===== config.mk =====
export PLATFORM = sky130hd
export DESIGN_NAME = link_engine
export DESIGN_NICKNAME = d
export VERILOG_FILES = /design/src/rtl/link_pkg.sv /design/src/rtl/link_sync.sv /design/src/rtl/link_shifter.sv /design/src/rtl/link_ack_timer.sv /design/src/rtl/link_engine.sv
export SDC_FILE = /design/constraint.sdc
export NUM_CORES = 1
export LEC_CHECK = 0
export BUFFER_PORTS_ARGS = -buffer_cell sky130_fd_sc_hd__buf_4
export CAP_MARGIN = 10
export CELL_PAD_IN_SITES_DETAIL_PLACEMENT = 1
export CELL_PAD_IN_SITES_GLOBAL_PLACEMENT = 1
export CORE_MARGIN = 3
export CORE_UTILIZATION = 30
export DETAILED_ROUTE_END_ITERATION = 7
export GPL_ROUTABILITY_DRIVEN = 0
export PLACE_DENSITY_LB_ADDON = 0.08
export SETUP_SLACK_MARGIN = 0.5
export SYNTH_ARGS = -nofsm -noshare
export SYNTH_HDL_FRONTEND = slang
export SYNTH_SLANG_ARGS = --single-unit

===== constraint.sdc =====
create_clock -name clk -period 2.4 [get_ports clk]
set_clock_uncertainty 0.2 [all_clocks]
set_input_delay 0 -clock clk [delete_from_list [all_inputs] [get_ports clk]]
set_output_delay 0 -clock clk [all_outputs]
set_load 0.05 [all_outputs]

===== src/rtl/link_pkg.sv =====
package link_pkg;
  typedef enum logic [1:0] {
    ST_IDLE    = 2'd0,
    ST_SHIFT   = 2'd1,
    ST_RELEASE = 2'd2
  } link_state_e;
endpackage


===== src/rtl/link_sync.sv =====
module link_sync #(
  parameter int                 STAGES  = 2,
  parameter int                 WIDTH   = 1,
  parameter logic [WIDTH-1:0]   RST_VAL = '0
) (
  input  logic             clk,
  input  logic             rst_n,
  input  logic [WIDTH-1:0] d,
  output logic [WIDTH-1:0] q
);
  logic [WIDTH-1:0] stg_q [STAGES];

  for (genvar i = 0; i < STAGES; i++) begin : g_stage
    if (i == 0) begin : g_first
      always_ff @(posedge clk or negedge rst_n) begin
        if (!rst_n) stg_q[i] <= RST_VAL;
        else        stg_q[i] <= d;
      end
    end else begin : g_next
      always_ff @(posedge clk or negedge rst_n) begin
        if (!rst_n) stg_q[i] <= RST_VAL;
        else        stg_q[i] <= stg_q[i-1];
      end
    end
  end

  assign q = stg_q[STAGES-1];
endmodule


===== src/rtl/link_shifter.sv =====
module link_shifter #(
  parameter int DATA_W = 8
) (
  input  logic              clk,
  input  logic              rst_n,
  input  logic              load_en,
  input  logic [DATA_W-1:0] load_val,
  input  logic              shift_en,
  input  logic              ser_in,
  output logic [DATA_W-1:0] par_q,
  output logic              ser_out
);
  logic [DATA_W-1:0] sh_q, sh_d;
  logic              sh_en;

  always_comb begin
    sh_en = load_en | shift_en;
    sh_d  = load_en ? load_val : {sh_q[DATA_W-2:0], ser_in};
  end

  always_ff @(posedge clk or negedge rst_n) begin
    if (!rst_n)     sh_q <= '0;
    else if (sh_en) sh_q <= sh_d;
  end

  assign par_q   = sh_q;
  assign ser_out = sh_q[DATA_W-1];
endmodule


===== src/rtl/link_ack_timer.sv =====
module link_ack_timer #(
  parameter int LIMIT = 4000000
) (
  input  logic clk,
  input  logic rst_n,
  input  logic run,
  output logic expired
);
  localparam int TW = (LIMIT > 1) ? $clog2(LIMIT + 1) : 1;
  localparam logic [TW-1:0] LAST = TW'(LIMIT - 1);

  logic [TW-1:0] cnt_q, cnt_d;
  logic          cnt_en;

  always_comb begin
    expired = run && (cnt_q == LAST);
    cnt_en  = !run || !expired;
    cnt_d   = run ? cnt_q + TW'(1) : '0;
  end

  always_ff @(posedge clk or negedge rst_n) begin
    if (!rst_n)      cnt_q <= '0;
    else if (cnt_en) cnt_q <= cnt_d;
  end
endmodule


===== src/rtl/link_engine.sv =====
module link_engine
  import link_pkg::*;
#(
  parameter int DATA_W         = 8,
  parameter int SYNC_STAGES    = 2,
  parameter int TIMEOUT_CYCLES = 4000000
) (
  input  logic              clk,
  input  logic              rst_n,
  input  logic              cmd_valid,
  input  logic              cmd_rx,
  input  logic [DATA_W-1:0] cmd_wdata,
  output logic              cmd_ready,
  output logic              link_req_n,
  input  logic              link_ack_n,
  input  logic              shift_clk,
  input  logic              shift_din,
  output logic              shift_dout,
  output logic              shift_out_en,
  output logic              xfer_done,
  output logic              xfer_timeout,
  output logic              rx_valid,
  output logic [DATA_W-1:0] rx_data,
  output logic              ack_anomaly
);
  localparam int CW = $clog2(DATA_W + 1);
  localparam logic [CW-1:0] LAST_BIT = CW'(DATA_W - 1);

  // synchronised line bundle: {shift_clk, shift_din, link_ack_n}
  logic [2:0] raw_lines, sync_lines;
  logic       sclk_s, din_s, ack_hi_s;
  logic       sclk_prev_q;
  logic       shift_edge;

  assign raw_lines = {shift_clk, shift_din, link_ack_n};

  link_sync #(
    .STAGES (SYNC_STAGES),
    .WIDTH  (3),
    .RST_VAL(3'b000)
  ) u_sync (
    .clk  (clk),
    .rst_n(rst_n),
    .d    (raw_lines),
    .q    (sync_lines)
  );

  assign sclk_s   = sync_lines[2];
  assign din_s    = sync_lines[1];
  assign ack_hi_s = sync_lines[0];

  always_ff @(posedge clk or negedge rst_n) begin
    if (!rst_n) sclk_prev_q <= 1'b0;
    else        sclk_prev_q <= sclk_s;
  end

  assign shift_edge = sclk_s & ~sclk_prev_q;

  // state registers
  link_state_e       state_q, state_d;
  logic              req_n_q, req_n_d;
  logic              rx_mode_q, rx_mode_d;
  logic [CW-1:0]     bit_q, bit_d;
  logic              done_q, done_d;
  logic              tmo_q, tmo_d;
  logic              rxv_q, rxv_d;
  logic              anom_q, anom_d;
  logic [DATA_W-1:0] rxd_q, rxd_d;
  logic              rxd_en;

  // shifter controls
  logic              sh_load, sh_shift;
  logic [DATA_W-1:0] sh_load_val, sh_par;
  logic              sh_ser;
  logic              accept, last_edge, tmr_run, tmr_exp;

  link_shifter #(.DATA_W(DATA_W)) u_shift (
    .clk     (clk),
    .rst_n   (rst_n),
    .load_en (sh_load),
    .load_val(sh_load_val),
    .shift_en(sh_shift),
    .ser_in  (din_s & rx_mode_q),
    .par_q   (sh_par),
    .ser_out (sh_ser)
  );

  link_ack_timer #(.LIMIT(TIMEOUT_CYCLES)) u_timer (
    .clk    (clk),
    .rst_n  (rst_n),
    .run    (tmr_run),
    .expired(tmr_exp)
  );

  assign cmd_ready = (state_q == ST_IDLE) && ack_hi_s;
  assign accept    = cmd_valid && cmd_ready;
  assign last_edge = (state_q == ST_SHIFT) && shift_edge && (bit_q == LAST_BIT);
  assign tmr_run   = (state_q == ST_RELEASE);

  always_comb begin
    state_d     = state_q;
    req_n_d     = req_n_q;
    rx_mode_d   = rx_mode_q;
    bit_d       = bit_q;
    done_d      = 1'b0;
    tmo_d       = 1'b0;
    rxv_d       = 1'b0;
    anom_d      = 1'b0;
    rxd_d       = {sh_par[DATA_W-2:0], din_s};
    rxd_en      = 1'b0;
    sh_load     = 1'b0;
    sh_load_val = cmd_rx ? '0 : cmd_wdata;
    sh_shift    = 1'b0;

    unique case (state_q)
      ST_IDLE: begin
        if (accept) begin
          sh_load   = 1'b1;
          rx_mode_d = cmd_rx;
          bit_d     = '0;
          req_n_d   = 1'b0;
          state_d   = ST_SHIFT;
        end
      end
      ST_SHIFT: begin
        if (shift_edge) begin
          sh_shift = 1'b1;
          bit_d    = bit_q + CW'(1);
        end
        if (last_edge) begin
          req_n_d = 1'b1;
          anom_d  = ack_hi_s;
          rxd_en  = rx_mode_q;
          state_d = ST_RELEASE;
        end
      end
      ST_RELEASE: begin
        if (ack_hi_s) begin
          done_d  = 1'b1;
          rxv_d   = rx_mode_q;
          state_d = ST_IDLE;
        end else if (tmr_exp) begin
          tmo_d   = 1'b1;
          state_d = ST_IDLE;
        end
      end
      default: begin
        req_n_d = 1'b1;
        state_d = ST_IDLE;
      end
    endcase
  end

  always_ff @(posedge clk or negedge rst_n) begin
    if (!rst_n) begin
      state_q   <= ST_IDLE;
      req_n_q   <= 1'b1;
      rx_mode_q <= 1'b0;
      bit_q     <= '0;
      done_q    <= 1'b0;
      tmo_q     <= 1'b0;
      rxv_q     <= 1'b0;
      anom_q    <= 1'b0;
    end else begin
      state_q   <= state_d;
      req_n_q   <= req_n_d;
      rx_mode_q <= rx_mode_d;
      bit_q     <= bit_d;
      done_q    <= done_d;
      tmo_q     <= tmo_d;
      rxv_q     <= rxv_d;
      anom_q    <= anom_d;
    end
  end

  always_ff @(posedge clk or negedge rst_n) begin
    if (!rst_n)      rxd_q <= '0;
    else if (rxd_en) rxd_q <= rxd_d;
  end

  assign link_req_n   = req_n_q;
  assign shift_out_en = (state_q == ST_SHIFT) && !rx_mode_q;
  assign shift_dout   = shift_out_en ? sh_ser : 1'b1;
  assign xfer_done    = done_q;
  assign xfer_timeout = tmo_q;
  assign rx_valid     = rxv_q;
  assign rx_data      = rxd_q;
  assign ack_anomaly  = anom_q;
endmodule


==> key figures <==
Status
  – Status: complete, no violations

Routing
  – Routed wire per std cell: 15.75 microns
  – Via count: approximately 2.1k
  – Antenna viol nets, final: 0
  – First-pass iteration count of the detailed router: 4
  – Starting DRT DRC Count: 48
  – Via density: slightly above 5
  – WL final: 6645 microns
  – DRC: 0

Logic synthesis
  – Syn Inst Count: approximately 240
  – Post-synth top area share: 0.5395
  – Post-synth EDFFs: 0
  – Flops & latches, synth: 57
  – Synth top area cells: dfrtp_1, mux2_2, a21oi_1, mux2i_1, o21ai_0
  – Yosys cell types: 46
  – Seq/Total Area, Yosys: 0.5496
  – Most used DFF post-synth: dfrtp_1
  – Synthesized area: ~2600 sq um
  – Yosys top cell by area: dfrtp_1
  – Syn Nets: approximately 260
  – Synth warnings: 0
  – Asr flop ratio synth: 1.000
  – Mean post-synth cell area: roughly 11 sq um

Clock network
  – CTS tree: yes
  – Clk Tree Root Cell: clkbuf_8
  – Clock transition at path regs: roughly 0.070 ns
  – Htree depth: 3
  – CTS buffer count: 9
  – Maximum clock path buffer count: 2
  – Clk sinks: between 50 and 60
  – Later-pin clock latency in the skew report: about 0.34 ns

Timing
  – Clock period minus worst slack: between 2 and 2.5 ns
  – Post-Route Setup TNS: 0 ns
  – Fin. max-slew vios: 0
  – Min Hold Slack: 0.05961 ns
  – Final hold viol count: 0
  – Endpoints failing setup: 0
  – Worst slew margin: 0.5051
  – RSZ-0062 raised after global routing: yes
  – Maximum clock frequency: roughly 490 MHz
  – Worst Max-Slew Pin Slew: roughly 0.74 ns
  – Period utilisation layout: 0.8571

Power and ir drop
  – Final Total Pwr: 2.704 mW
  – P_leak: approximately 1.6 nW
  – Peak supply drop: approximately 0.00027 V
  – PwrDens: approximately 750 nW/um^2

Critical path
  – WP data arrival: roughly 2.1 ns
  – CP Max Fanout: 6
  – CP Class: reg -> reg
  – Worst Setup EP: u_timer.cnt_q[16]
  – Startpoint types: register
  – Reg-to-reg startpoint: u_timer.cnt_q[1]
  – Reg2reg end: u_timer.cnt_q[16]
  – Required @ worst endpoint: between 2 and 2.5 ns
  – R2R cell count: 5
  – Worst Setup End Kind: register
  – Setup crit start: u_timer.cnt_q[1]
  – Setup slack, reg-to-reg: around 0.34 ns

Die
  – Width of the die: ~99 microns
  – Core Rows: 33
  – Die Y: 99.05 microns
  – Io pins: 31
  – Core area: approximately 8300 sq um
  – Full die area: between 9000 and 10000 sq um
  – Initial Utilization: 0.3130

Global routing
  – Largest net degree at the start of global routing: between 50 and 60
  – Global-route wire length before repair: between 10000 and 15000 microns
  – Gr ovfl total: 0
  – Overall Global Routing Usage: 0.1443
  – Initial antenna violation count: 0
  – Vias in the first global route: 2171

Finish
  – Final Util: 0.4356
  – Share of cells above drive strength 1: 0.3628
  – Diodes inserted: 0
  – Syn-to-layout area delta: 39.16%
  – Final nets: approximately 330

Place
  – Port Buffers: 30
  – Hpwl dp: roughly 4300 microns

Hold path
  – HP Class: in -> async

Flow run
  – Max-cap violations: 0
how the worst min path moves through the flow:
stage          startpoint                 to  slack (ns)
6_report            rst_n  u_timer.cnt_q[12]        0.06
5_1_grt        link_ack_n    u_sync.stg_q[3]        0.09
4_1_cts        link_ack_n    u_sync.stg_q[3]        0.09
3_5_place_dp    shift_clk    u_sync.stg_q[5]       -0.09
3_3_place_gp    shift_din    u_sync.stg_q[4]       -0.09
2_1_floorplan       rst_n        ack_anomaly       -0.50
flip-flops by register name (all words and copies together), names as in the netlist, 2 cells and up:
signal / count
u_shift.par_q: 8
u_sync.q: 3
state_q: 2
u_sync.stg_q: 3
u_timer.cnt_q: 22
bit_q: 4
rx_data: 8
per-stage QoR:
stage          std cells  instance area, sq um  setup slack, ns
5_1_grt              422                  3615           0.2919
6_report             422                  3615           0.3429
4_1_cts              415                  3531           0.3113
3_3_place_gp         370                  3020           0.2552
2_1_floorplan        238                  2651           0.3569
3_5_place_dp         370                  3020           0.2086
cell usage in the layout, fill, tap and decap left out, types with 3 or more instances in the layout:
| cell | n |
|---|---|
| nor2_1 | 11 |
| a21oi_2 | 3 |
| inv_1 | 5 |
| clkbuf_8 | 10 |
| buf_4 | 59 |
| or4_4 | 3 |
| nand2_1 | 15 |
| nand3_1 | 7 |
| dlygate4sd3_1 | 14 |
| a31oi_1 | 3 |
| dfrtp_2 | 8 |
| or3_1 | 4 |
| and3_1 | 3 |
| nand4_1 | 3 |
| mux2i_1 | 8 |
| nor3_1 | 5 |
| dfrtp_1 | 48 |
| xor2_1 | 3 |
| mux2_2 | 10 |
| nand2b_1 | 5 |
| o31ai_1 | 5 |
| and2_1 | 3 |
| nand3b_1 | 7 |
| xnor2_1 | 3 |
| or4_1 | 4 |
| a21oi_1 | 13 |
| o21ai_0 | 14 |
layout make-up:
cell class	instances	area, sq um
repair buffers	74	594.3
inverters	5	18.77
clock buffers	10	137.6
well taps	105	131.4
fillers	908	4684
multi-input cells	165	1227
clock inverters	6	67.56
flip-flops and latches	57	1438
cell families after synthesis:
logic type | after synthesis | synth area share
DFF | 57 | 0.5496
muxes | 18 | 0.07418
buffers and inverters | 16 | 0.02408
adders and majority gates | 2 | 0.009632
and+or+nand+nor | 91 | 0.2095
AOI/OAI and AO/OA | 48 | 0.1127
xor gates and xnor gates | 6 | 0.02023
critical path, cell delays in order, from the launching register on:
cell and delay, ns:
dfrtp_2 0.41, ha_4 0.16, nand3_4 0.08, or4_4 0.54
or4_4 0.44, a21oi_2 0.15
power by group:
group	switching [mW]	leakage [nW]	internal (mW)
Combinational	0.330	0.719	0.228
Clock	0.421	0.0985	0.509
Sequential	0.118	0.746	1.10
Total	0.869	1.56	1.84
synthesized netlist by cell type (5+ instances only):
| cell type | number |
|---|---|
| nand2_1 | 16 |
| mux2i_1 | 8 |
| clkbuf_1 | 8 |
| a21oi_1 | 16 |
| o31ai_1 | 6 |
| nand2b_1 | 5 |
| inv_1 | 5 |
| or4_1 | 7 |
| o21ai_0 | 14 |
| nand3_1 | 9 |
| mux2_2 | 10 |
| nand3b_1 | 7 |
| dfrtp_1 | 56 |
| nor2_1 | 11 |
| nor3_1 | 5 |
what timing repair did:
item                                    in CTS  in global routing
endpoints found under the hold margin       69                  0
endpoints found under the setup margin      23                 34
resized for setup                           18                  7
pin swaps                                    6                  6
setup buffers                               15                  7
hold buffers                                14                  0
per-layer routing:
layer  part of all wire  routed length, microns  track usage
met1               0.49                    3266       0.2049
met2               0.46                    3061       0.2128
met3              0.033                     218      0.03326
met4              0.015                      98      0.05672
met5                  0                       0            0
No activity file was read; power rests on OpenSTA's default activity.
